### src/rtl/rlm_pkg.sv
package rlm_pkg;
  localparam int REG_W     = 32;
  localparam int FIELD_W   = 4;
  localparam int LAYER_LSB = 9;
  localparam int LAYER_W   = 4;

  // layer window index of a register offset
  function automatic logic [LAYER_W-1:0] layer_of(input logic [REG_W-1:0] ofs);
    return ofs[LAYER_LSB +: LAYER_W];
  endfunction

  // unit-kind slot inside a layer window
  function automatic int kind_of(input logic [REG_W-1:0] ofs, input int kind_w);
    return int'((ofs >> (LAYER_LSB - kind_w)) & ((32'd1 << kind_w) - 32'd1));
  endfunction

  // number of instance fields a kind keeps
  function automatic int fields_for_kind(input int kind, input int pool_kind, input int ninst);
    return (kind == pool_kind) ? 1 : ninst;
  endfunction
endpackage

### src/rtl/rlm_regs.sv
module rlm_regs
  import rlm_pkg::*;
#(
  parameter int NKIND     = 4,
  parameter int NINST     = 2,
  parameter int POOL_KIND = 0
) (
  input  logic                           clk,
  input  logic                           rst_n,
  input  logic                           bus_wr,
  input  logic                           bus_sel,
  input  logic [REG_W-1:0]               bus_wdata,
  output logic [REG_W-1:0]               bus_rdata,
  output logic [NKIND*NINST*FIELD_W-1:0] tbl_flat,
  output logic [REG_W-1:0]               asg_word,
  output logic                           id_ok,
  output logic                           wr_id_ev,
  output logic                           wr_asg_ev
);
  logic [REG_W-1:0]               id_q;
  logic [NKIND*NINST*FIELD_W-1:0] tbl_q;

  assign wr_id_ev  = bus_wr && !bus_sel;
  assign wr_asg_ev = bus_wr &&  bus_sel;
  assign id_ok     = id_q < REG_W'(NKIND);
  assign tbl_flat  = tbl_q;

  always_ff @(posedge clk) begin
    if (!rst_n) begin
      id_q  <= '0;
      tbl_q <= '0;
    end else begin
      if (wr_id_ev) id_q <= bus_wdata;
      if (wr_asg_ev && id_ok) begin
        for (int k = 0; k < NKIND; k++) begin
          for (int i = 0; i < NINST; i++) begin
            if (id_q == REG_W'(k) && i < fields_for_kind(k, POOL_KIND, NINST))
              tbl_q[(k*NINST+i)*FIELD_W +: FIELD_W] <= bus_wdata[i*FIELD_W +: FIELD_W];
          end
        end
      end
    end
  end

  always_comb begin
    asg_word = '0;
    for (int k = 0; k < NKIND; k++) begin
      for (int i = 0; i < NINST; i++) begin
        if (id_q == REG_W'(k) && i < fields_for_kind(k, POOL_KIND, NINST))
          asg_word[i*FIELD_W +: FIELD_W] = tbl_q[(k*NINST+i)*FIELD_W +: FIELD_W];
      end
    end
  end

  assign bus_rdata = bus_sel ? asg_word : id_q;
endmodule

### src/rtl/rlm_decode.sv
module rlm_decode
  import rlm_pkg::*;
#(
  parameter int NKIND = 4,
  parameter int NINST = 2,
  parameter int OFS_W = 13,
  localparam int NSEL   = NKIND * NINST,
  localparam int KIND_W = $clog2(NKIND)
) (
  input  logic                     clk,
  input  logic                     rst_n,
  input  logic                     dec_valid,
  input  logic [OFS_W-1:0]         dec_offset,
  input  logic [NSEL*FIELD_W-1:0]  tbl_flat,
  output logic [NSEL-1:0]          match_vec,
  output logic [NSEL-1:0]          hit_vec,
  output logic                     multi_hit,
  output logic                     sel_global,
  output logic [NSEL-1:0]          sel_inst,
  output logic                     dup_err
);
  logic [LAYER_W-1:0] layer;
  int                 kind;

  assign layer = layer_of(REG_W'(dec_offset));
  assign kind  = kind_of(REG_W'(dec_offset), KIND_W);

  always_comb begin
    match_vec = '0;
    for (int k = 0; k < NKIND; k++) begin
      for (int i = 0; i < NINST; i++) begin
        match_vec[k*NINST+i] = (k == kind) && (layer != '0) &&
                               (tbl_flat[(k*NINST+i)*FIELD_W +: FIELD_W] == layer);
      end
    end
  end

  // keep only the lowest set bit
  assign hit_vec   = match_vec & (~match_vec + NSEL'(1));
  assign multi_hit = |(match_vec & ~hit_vec);

  always_ff @(posedge clk) begin
    if (!rst_n) begin
      sel_global <= 1'b0;
      sel_inst   <= '0;
      dup_err    <= 1'b0;
    end else begin
      sel_global <= dec_valid && (layer == '0);
      sel_inst   <= dec_valid ? hit_vec : '0;
      dup_err    <= dec_valid && multi_hit;
    end
  end
endmodule

### src/rtl/res_layer_map.sv
module res_layer_map
  import rlm_pkg::*;
#(
  parameter int NKIND     = 4,
  parameter int NINST     = 2,
  parameter int POOL_KIND = 0,
  parameter int OFS_W     = 13,
  localparam int NSEL     = NKIND * NINST
) (
  input  logic             clk,
  input  logic             rst_n,
  input  logic             bus_wr,
  input  logic             bus_sel,
  input  logic [31:0]      bus_wdata,
  output logic [31:0]      bus_rdata,
  input  logic             dec_valid,
  input  logic [OFS_W-1:0] dec_offset,
  output logic             sel_global,
  output logic [NSEL-1:0]  sel_inst,
  output logic             dup_err
);
  logic [NSEL*FIELD_W-1:0] tbl_flat;
  logic [REG_W-1:0]        asg_word;
  logic                    id_ok;
  logic                    wr_id_ev;
  logic                    wr_asg_ev;
  logic [NSEL-1:0]         match_vec;
  logic [NSEL-1:0]         hit_vec;
  logic                    multi_hit;

  rlm_regs #(.NKIND(NKIND), .NINST(NINST), .POOL_KIND(POOL_KIND)) u_regs (
    .clk       (clk),
    .rst_n     (rst_n),
    .bus_wr    (bus_wr),
    .bus_sel   (bus_sel),
    .bus_wdata (bus_wdata),
    .bus_rdata (bus_rdata),
    .tbl_flat  (tbl_flat),
    .asg_word  (asg_word),
    .id_ok     (id_ok),
    .wr_id_ev  (wr_id_ev),
    .wr_asg_ev (wr_asg_ev)
  );

  rlm_decode #(.NKIND(NKIND), .NINST(NINST), .OFS_W(OFS_W)) u_dec (
    .clk        (clk),
    .rst_n      (rst_n),
    .dec_valid  (dec_valid),
    .dec_offset (dec_offset),
    .tbl_flat   (tbl_flat),
    .match_vec  (match_vec),
    .hit_vec    (hit_vec),
    .multi_hit  (multi_hit),
    .sel_global (sel_global),
    .sel_inst   (sel_inst),
    .dup_err    (dup_err)
  );
endmodule

### config.mk
export PLATFORM = sky130hd
export DESIGN_NAME = res_layer_map
export DESIGN_NICKNAME = d
export VERILOG_FILES = /design/src/rtl/rlm_pkg.sv /design/src/rtl/rlm_regs.sv /design/src/rtl/rlm_decode.sv /design/src/rtl/res_layer_map.sv
export SDC_FILE = /design/constraint.sdc
export NUM_CORES = 1
export LEC_CHECK = 0
export BUFFER_PORTS_ARGS = -buffer_cell sky130_fd_sc_hd__buf_2
export CAP_MARGIN = 10
export CELL_PAD_IN_SITES_DETAIL_PLACEMENT = 1
export CELL_PAD_IN_SITES_GLOBAL_PLACEMENT = 1
export CORE_MARGIN = 3
export CORE_UTILIZATION = 42
export DETAILED_ROUTE_END_ITERATION = 12
export PLACE_DENSITY = 0.88
export SYNTH_ARGS = -nofsm -noshare
export SYNTH_HDL_FRONTEND = slang
export SYNTH_SLANG_ARGS = --single-unit
### constraint.sdc
create_clock -name clk -period 4.6 [get_ports clk]
set_input_delay 1.38 -clock clk [delete_from_list [all_inputs] [get_ports clk]]
set_output_delay 1.38 -clock clk [all_outputs]
set_load 0.02 [all_outputs]
# Word level (Yosys, flattened, before mapping)
# Cells that the tools add are included.
dict set report word_totals {
  reg_bits 70
  inputBits 50
  out_inout_bits 42
  elab_cells 63
}
dict set report op_classes {
  addsub 1
  n_lt_le_gt_ge 1
  eq_ne 13
  n_mux 8
  n_bitwise 4
  n_reduce_logical 28
}
# cell n
set op_table {}
lappend op_table {{$eq A32 B2 Y1 const B} 2}
lappend op_table {{$logic_not A32 Y1} 2}
lappend op_table {{$eq A32 B1 Y1 const B} 1}
lappend op_table {{$lt A32 B3 Y1 const B} 1}
lappend op_table {{$mux W32} 1}
lappend op_table {{$eq A4 B4 Y1} 7}
lappend op_table {{$mux W4} 7}
lappend op_table {{$logic_and A1 B1 Y1} 17}
lappend op_table {{$and A8 B8 Y8} 2}
lappend op_table {{$not A8 Y8} 2}
lappend op_table {{$reduce_and A2 Y1} 5}
lappend op_table {{$add A8 B1 Y8 const B} 1}
lappend op_table {{$reduce_or A8 Y1} 1}
lappend op_table {{$eq A2 B2 Y1 const A} 2}
lappend op_table {{$logic_not A4 Y1} 1}
lappend op_table {{$reduce_bool A4 Y1} 1}
lappend op_table {{$eq A1 B2 Y1 const A} 1}
lappend op_table {{$logic_not A1 Y1} 1}

# Logic depth before layout (Yosys ltp)
# Gate-level depths: netlist of run 1.
dict set report logic_depth {
  depth_word 10
  depth_mapped 8
  depth_no_buf 6
}

# Modules after synthesis
# Synthesis of run 1 repeated with hierarchy kept, for this count alone.
dict set report unflattened {
  hier_cells 454
  hier_area_um2 4106.4
}
# mod n_inst cells_each area_per_inst_um2 seq_area_each_um2
set by_module_without_submodules {}
lappend by_module_without_submodules {rlm_regs 1 361 3209.3 1201.2}
lappend by_module_without_submodules {rlm_decode 1 93 897.1 200.2}

# Least setup slack after synthesis of run 1
# No wires, ideal clock.
dict set report synth_timing {
  kind {input port to output port}
  from {in bus_sel}
  to {out bus_rdata[0]}
  arrival_time_ns 2.231
  t_required_ns 3.220
  setup_slack_ns 0.989
  cell_stages 4
  n_path_buf 2
  cell_sequence {buf_4 > clkbuf_1 > a21oi_1 > a21oi_1}
}
dict set report synth_via {
  elab_chain_len 1
}
# element line_no
set synth_rtl {}
lappend synth_rtl {{start, declared} res_layer_map.sv:13} ;# input logic bus_sel,
lappend synth_rtl {{$mux W32} rlm_regs.sv:55} ;# assign bus_rdata = bus_sel ? asg_word : id_q;
lappend synth_rtl {{end, declared} res_layer_map.sv:15} ;# output logic [31:0] bus_rdata,
# No other way between the ends.

# Final worst setup path of run 1
dict set report layout_timing {
  from {reg u_regs.id_q[1]}
  to {out bus_rdata[5]}
}
dict set report layout_via {
  elab_chain_len 5
  word_cells_on_any_way 7
  cone_classes {3 x eq/ne; 4 x mux}
}
# element line_no
set layout_rtl {}
lappend layout_rtl {{start, declared} rlm_regs.sv:20} ;# logic [REG_W-1:0] id_q;
lappend layout_rtl {{start signal, assigned} rlm_regs.sv:33} ;# if (wr_id_ev) id_q <= bus_wdata;
lappend layout_rtl {{$eq A32 B1 Y1} rlm_regs.sv:49} ;# if (id_q == REG_W'(k) && i < fields_for_kind(k, POOL_KIND, NINST))
lappend layout_rtl {{$mux W4 (2 in a row)} rlm_regs.sv:49}
lappend layout_rtl {{$mux W4 *} rlm_regs.sv:49}
lappend layout_rtl {{$mux W32 *} rlm_regs.sv:55}
# Mark *: on every way between the ends. The rest lies on a longest branch, timed or not.

==> reports/metrics.sh, run 1 <==
STATUS='completed'
SYNTH-WARNING-COUNT=0
GRT_MAX_DEGREE=41
MAXCLOCKFREQUENCY_MHz=274
SYNTH-SEQ-AREA-SHARE=0.402
ANTENNA-DIODE-COUNT=0
YS_TOP_CELLS_BY_COUNT='nand2_1, dfxtp_1, a21boi_0'
TNS_NS=0
CRITICAL_PATH_CLASS='flip-flop to output pin'
POST_CTS_BUFFERS=0
HPWL_UM=7180
POWER.LEAKAGE_nW=1.90
SYNTH_TOP_FLOP_CELL='dfxtp_1'
FP.DIEH_UM=97.1
HOLDPATHEND='u_regs.id_q[20]'
MAX_STAGE_DELAY_NS=0.77
ROUTED_WIRE_LENGTH_PER_INSTANCE_UM=16.5
ARRIVAL_TIME_WORST_ENDPOINT_NS=2.27
CTS-HOLD-FIX-BUFFERS=0
DRV_SLEW=0
NNETSFINAL=528
MIN_DELAY_PATH_DEPTH=2
FIN_WORST_HOLD_SLACK_NS=0.486
NUMBER_OF_SEARCH_AND_REPAIR_ITERATIONS_IN_THE_FIRST_DETAILED_ROUTING_PASS=4
PLACEABLECOREAREA_SQ_UM=7890
LAYOUT-AREA-OVERHEAD-VS-SYNTH_PCT=18.0
CLK_TRANSITION_REPORTED_PATHS_NS=0.08
INSTANCE_COUNT_OF_THE_MAPPED_NETLIST=405
VDD_DROP_MAX_V=0.000187
FINALSETUPVIOLATIONS=0
NUMCLOCKSINKS=70
HOLD_WC_STARTPOINT='u_regs.id_q[20]'
POWER.SHARE.SEQUENTIAL=0.519
R2R.WORST_PATH.CELLS=6
FINAL-HOLD-VIOLATION-COUNT=0
TRITONCTS.NUM_BUFFERS=9
SYNTH_EDF_COUNT=0
SYNTHDISTINCTLIBCELLS=34
INITIAL_CORE_UTIL=0.442
CLOCK_PATH_BUFFERS=2
CRITICAL_PATH_TOP_DELAY_CELL='dfxtp_1'
R2R_SETUP_SLACK_NS=2.49
REMAINING_DRC_ERRORS=0
VIASPERCELL=5.30
TOTALWIRELENGTH_UM=9650
FINALCOREUTILIZATION=0.521
DRT-INITIAL-DRC-COUNT=124
GRT_FIRST_PASS_WIRELENGTH_UM=15900
CRITICAL_PATH.CELL_CHAIN='inv_1, nor2_1, a22oi_1, o22ai_1, buf_2'
TIMING.SLEW.HEADROOM=0.516
POST_SYNTH.CELL_AREA_AVG_SQ_UM=8.60
ASYNC_FLOP_SHARE=0
INTERNAL-POWER_uW=885
POSTCTSRESIZEDCELLS=0
CLK_LATENCY_NS=0.35
GPL.FINAL_WEIGHTED_CONGESTION=0.797
CTS_MAX_LEVEL=3
SYNTHMOSTINSTANTIATEDCELL='nand2_1'
MIN_PERIOD_OVER_PERIOD=0.793
POWER_SWITCHING_uW=337
YS_SEQ_ELEMENTS=70
DESIGN.DIE.AREA_SQ_UM=9430
REQUIRED_NS=3.22
P_COMB_FRAC=0.114
TRITONCTS='built'
POWER.CLOCK.FRACTION=0.367
LAYOUT-DRIVE-GT1-SHARE=0.255
PORT_BUFFERS=84
SYN-NUM-NETS=455
SYNTH.AREA.TOP_CELLS='dfxtp_1, nand2_1, mux2i_1'
MIN_PATH_TYPE='flip-flop to flip-flop'
GRT_PASS1_VIAS=3279
POWER.SWITCHING_FRACTION=0.275
SYNTHESIS.AREA_SQ_UM=3480
FINAL.MIN_CLOCK_PERIOD_NS=3.65
RSZ0062_AT_GRT='false'
GRTUSAGETOTAL=0.207
YOSYSTOPAREACELL='dfxtp_1'
CELLPOWERDENSITY_nW_PER_UM2=297
CRITICAL_PATH_END_TYPE='output pin'
VIAS=3102
TIMING.RR.END='u_regs.tbl_flat[22]'
ROW_COUNT=32
CLOCK_SKEW_NS=0.0116
MAXIMUM_FANOUT_COUNT_ALONG_THE_CRITICAL_PATH=13
DIEWIDTH_UM=97.1
MAX_CAP_VIOL_COUNT=0
FLOORPLAN.IO_PINS=92
CTS.ROOT.BUFFER_CELL='clkbuf_8'
TIMING_WORST_SLEW_PIN_VALUE_NS=0.725
GRT_OVERFLOW_TOTAL=0
TIMING.CRITICAL_PATH.FROM_TYPE='flip-flop'
TIMING.RR.START='u_regs.id_q[19]'
ANTENNA_VIOLATIONS_BEFORE_REPAIR=0
YOSYSTOPAREACELLSHARE=0.402
FINAL_ANTENNA_VIOLATING_NET_COUNT=0
## per-stage QoR
stage / setup slack, ns / cells / instance area [sq um] / power, mW
after floorplan: 0.989 / 405 / 3480 / 0.738
after global placement: 0.978 / 569 / 3930 / 0.782
after detailed placement: 0.970 / 569 / 3930 / 0.789
after CTS: 0.914 / 585 / 4110 / 1.24
after global routing: 0.804 / 585 / 4110 / 1.28
final: 0.952 / 585 / 4110 / 1.22
## registers in the layout (all words and copies together), names as in the netlist
register,flops
u_regs.id_q,32
u_regs.tbl_flat,28
u_dec.sel_inst,8
u_dec.dup_err,1
u_dec.sel_global,1
## layout by cell type, fill, tap and decap left out, types with 2 or more instances in the layout
| master | n |
|---|---|
| and3_1 | 4 |
| clkinv_4 | 2 |
| nor2b_1 | 24 |
| a21oi_1 | 4 |
| nand2_1 | 111 |
| nand3_1 | 3 |
| nand4_1 | 4 |
| nor4_1 | 12 |
| nand3b_2 | 2 |
| a22oi_1 | 4 |
| buf_2 | 84 |
| dfxtp_1 | 70 |
| xor2_1 | 24 |
| nor3_1 | 2 |
| nand3_4 | 2 |
| mux2i_1 | 29 |
| a21boi_0 | 32 |
| nor2_1 | 9 |
| clkinv_2 | 2 |
| clkbuf_8 | 10 |
| mux4_2 | 3 |
| mux2_2 | 5 |
| nor4_2 | 2 |
| o22ai_1 | 7 |
| buf_4 | 5 |
| inv_1 | 10 |
| nand2b_1 | 2 |
| xnor2_1 | 4 |
## area by class of cell
class                   instances  area (sq um)
fillers                       972          3780
clock inverters                 5          35.0
multi-input cells             298          1910
flip-flops and latches         70          1400
clock buffers                  11           141
repair buffers                 89           458
well taps                     102           128
inverters                      10          37.5
## how the worst max path moves through the flow
stage                   startpoint            to
floorplan                  bus_sel  bus_rdata[0]
global placement           bus_sel  bus_rdata[1]
detailed placement         bus_sel  bus_rdata[1]
CTS                 u_regs.id_q[1]  bus_rdata[5]
global route        u_regs.id_q[1]  bus_rdata[5]
finish              u_regs.id_q[1]  bus_rdata[5]
## power by group through the flow
stage	registers [mW]	logic (mW)	clock network (mW)
final	0.635	0.139	0.448
after global routing	0.637	0.154	0.491
after CTS	0.635	0.141	0.463
after detailed placement	0.649	0.140	0
after global placement	0.648	0.134	0
after floorplan	0.643	0.0950	0
## kinds of logic (layout without fill, tap and decap cells)
kind of cell              Yosys count  count (layout)  share of synthesized area
and+or+nand+nor                   183             183                      0.255
DFF                                70              70                      0.402
AOI/OAI and AO/OA                  49              49                      0.102
muxes                              37              37                      0.119
buffers and inverters              37             115                     0.0506
xor gates and xnor gates           28              28                     0.0704
other                               1               1                    0.00108
## metal layers
layer  GRT usage  wire (um)  vias up
met1       0.241       4080     1491
met5           0          0        -
met3      0.0646        618       12
met2       0.361       4810      103
li1            -          -     1496
met4      0.0670        136        0
## critical path, delay by kind of cell (launching register included)
family,cells,cell delay [ns]
flip-flops,1,0.77
AO/OA/AOI/OAI,2,0.33
AND/OR/NAND/NOR,1,0.34
buffers and inverters,2,0.47
No activity file was read; power rests on OpenSTA's default activity.
==> run 2, diff against run 1 <==
--- a/config.mk
+++ b/config.mk
@@ -10,9 +10,9 @@
 export CELL_PAD_IN_SITES_DETAIL_PLACEMENT = 1
 export CELL_PAD_IN_SITES_GLOBAL_PLACEMENT = 1
 export CORE_MARGIN = 3
-export CORE_UTILIZATION = 42
+export CORE_UTILIZATION = 39
 export DETAILED_ROUTE_END_ITERATION = 12
-export PLACE_DENSITY = 0.88
+export PLACE_DENSITY = 0.83
 export SYNTH_ARGS = -nofsm -noshare
 export SYNTH_HDL_FRONTEND = slang
 export SYNTH_SLANG_ARGS = --single-unit
==> constraint.sdc (replaced) <==
create_clock -name clk -period 3.55 [get_ports clk]
set_input_delay 1.065 -clock clk [delete_from_list [all_inputs] [get_ports clk]]
set_output_delay 1.065 -clock clk [all_outputs]
set_load 0.02 [all_outputs]
==> run 2 against run 1 <==
  * Highest routed layer unchanged
  * Sequential cell count unchanged
  * Die area up 7.2%
  * Power up 50%
  * Core utilization down 2.2 points
  * Largest power group is now clock
  * Largest cell class unchanged
  * Combinational power up 35%
  * Sequential share of layout area down 0.95 points
  * Global-route usage up 0.38 points
==> reports/metrics.sh, run 2 (synthesis results as in run 1) <==
SETUP_SLACK_NS=0.443  # was 0.952 ns
FP.DIEH_UM=101  # was 97.1 um
MAX_STAGE_DELAY_NS=0.35  # was 0.77 ns
STATUS='completed'  # unchanged
POWER.LEAKAGE_nW=1.96  # was 1.90 nW
FINAL-HOLD-VIOLATION-COUNT=0  # unchanged
MAXCLOCKFREQUENCY_MHz=322
MIN_PERIOD_OVER_PERIOD=0.875
FLOORPLAN.IO_PINS=92  # unchanged
VDD_DROP_MAX_V=0.000160  # was 0.000187 V
MIN_PATH_TYPE='flip-flop to flip-flop'  # unchanged
POST_CTS_BUFFERS=0  # unchanged
CRITICAL_PATH_TOP_DELAY_CELL='nor4_1'  # was dfxtp_1
GPL.FINAL_WEIGHTED_CONGESTION=0.789  # was 0.797
MOSTFREQUENTLAYOUTCELLS='nand2_1, buf_2, dfxtp_1, a21boi_0, mux2i_1'  # unchanged
WORST_SLACK_AT_PLACEMENT_NS=0.505  # was 0.970 ns
MAX_CAP_VIOL_COUNT=0  # unchanged
DRT-INITIAL-DRC-COUNT=87  # was 124
CLK_TRANSITION_REPORTED_PATHS_NS=0.08  # about the same
PORT_BUFFERS=84  # unchanged
CP.BUFFERS_INVERTERS=1  # was 2
GRTUSAGETOTAL=0.211  # was 0.207
VIAS=3105  # was 3,102
LAYOUT-DRIVE-GT1-SHARE=0.261  # was 0.255
GRT_MAX_DEGREE=34  # was 41
FIN_AREA_SQ_UM=4230  # was 4110 sq um
CLK_LATENCY_NS=0.35  # about the same
PLACEABLECOREAREA_SQ_UM=8460  # was 7890 sq um
CRITICAL_PATH_END_TYPE='output pin'  # unchanged
FINAL.MIN_CLOCK_PERIOD_NS=3.11
GRT_PASS1_VIAS=3499  # was 3,279
RSZ0062_AT_GRT='false'  # unchanged
GRT_OVERFLOW_TOTAL=0  # unchanged
CLOCK_PATH_BUFFERS=2  # unchanged
NUMCLOCKSINKS=70  # unchanged
CLOCK_SKEW_NS=0.00716  # was 0.0116 ns
CTS-HOLD-FIX-BUFFERS=0  # unchanged
CTS.ROOT.BUFFER_CELL='clkbuf_8'  # unchanged
ARRIVAL_TIME_WORST_ENDPOINT_NS=2.04  # was 2.27 ns
FIN_CELLS=591  # was 585
TIMING.SLEW.HEADROOM=0.550  # was 0.516
FINAL_ANTENNA_VIOLATING_NET_COUNT=0  # unchanged
CELLPOWERDENSITY_nW_PER_UM2=433  # was 297 nW/um^2
CRITICAL_PATH.CELL_CHAIN='nor4_1, nand4_1, nor2_2, nand2_1, o22ai_1, buf_2'  # was inv_1, nor2_1, a22oi_1, o22ai_1, buf_2
REMAINING_DRC_ERRORS=0  # unchanged
CRITICAL_PATH_CLASS='flip-flop to output pin'  # unchanged
ANTENNA_VIOLATIONS_BEFORE_REPAIR=0  # unchanged
LARGEST_REGISTER_FFS=32  # unchanged
TRITONCTS.NUM_BUFFERS=9  # unchanged
ANTENNA-DIODE-COUNT=0  # unchanged
MOST_COMMON_CELL_AFTER_LAYOUT_FILL_AND_TAPS_ASIDE='nand2_1'  # unchanged
ROUTED_WIRE_LENGTH_PER_INSTANCE_UM=16.9  # was 16.5 um
POST-LAYOUT-TOTAL-POWER_mW=1.83  # was 1.22 mW
FINALSETUPVIOLATIONS=0  # unchanged
TRITONCTS='built'  # unchanged
INITIAL_CORE_UTIL=0.412  # was 0.442
TOTALWIRELENGTH_UM=9960  # was 9650 um
GRT_FIRST_PASS_WIRELENGTH_UM=16900  # was 15,900 um
TIMING.CRITICAL_PATH.FROM_TYPE='flip-flop'  # unchanged
NUMBER_OF_SEARCH_AND_REPAIR_ITERATIONS_IN_THE_FIRST_DETAILED_ROUTING_PASS=4  # unchanged
CTS_MAX_LEVEL=3  # unchanged
TNS_NS=0  # unchanged
POSTCTSRESIZEDCELLS=0  # unchanged
MAXIMUM_FANOUT_COUNT_ALONG_THE_CRITICAL_PATH=7  # was 13
REQUIRED_NS=2.48  # was 3.22 ns
PLACED_CELLS_INCL_TAPS=575  # was 569
LAYOUT-AREA-OVERHEAD-VS-SYNTH_PCT=21.3  # was 18.0%
ROW_COUNT=33  # was 32
KIND_OF_CELL_ADDING_THE_MOST_DELAY_TO_THE_CRITICAL_PATH='simple AND/OR/NAND/NOR gates'  # was flip-flops
TIMING_WORST_SLEW_PIN_VALUE_NS=0.675  # was 0.725 ns
DIEWIDTH_UM=101  # was 97.1 um
VIASPERCELL=5.25  # was 5.30
PLACEDINSTANCEAREA_SQ_UM=3970  # was 3930 sq um
HPWL_UM=7360  # was 7180 um
LARGEST-REGISTER='u_regs.id_q'  # unchanged
DESIGN.DIE.AREA_SQ_UM=10100  # was 9430 sq um
NNETSFINAL=531  # was 528
DRV_SLEW=0  # unchanged
run 2: layout make-up:
| type | count | area (sq um) |
|---|---|---|
| sequential | 70 | 1400 |
| inverter | 10 | 37.5 |
| timing repair buffer | 92 | 493 |
| tap | 105 | 131 |
| fill | 1035 | 4240 |
| clock buffer | 11 | 151 |
| multi-input combinational | 298 | 1910 |
| clock inverter | 5 | 104 |
run 2: per-layer routing:
layer  track usage  up-vias  wire length [um]
met4        0.0725        0               151
met5             0        -                 0
met1         0.236     1497              4090
li1              -     1502                 -
met2         0.384       91              5120
met3        0.0567       15               604
run 2: stage by stage:
| stage | hold WS, ns | util |
|---|---|---|
| floorplan | 0.452 | - |
| global placement | 0.463 | 0.469 |
| detailed placement | 0.469 | 0.469 |
| CTS | 0.482 | 0.499 |
| global route | 0.509 | 0.499 |
| finish | 0.479 | 0.499 |
run 2: power breakdown:
group	switching, mW	internal, mW	leakage [nW]
clock network	0.316	0.507	0.130
registers	0.0167	0.803	0.568
logic	0.112	0.0746	1.27
run 2: worst paths after layout:
check             startpoint             endpoint  slack [ns]  depth (start not counted)
max reg2reg  u_regs.id_q[12]  u_regs.tbl_flat[18]        1.44                          6
min reg2reg  u_regs.id_q[22]      u_regs.id_q[22]        0.48                          2
max          u_regs.id_q[12]         bus_rdata[6]        0.44                          6
min          u_regs.id_q[22]      u_regs.id_q[22]        0.48                          2
run 2: worst reg2reg max path, delay by kind of cell (launching register included):
kind	cells	cell delay (ns)
flops	1	0.33
mux	1	0.21
simple gates	5	1.45
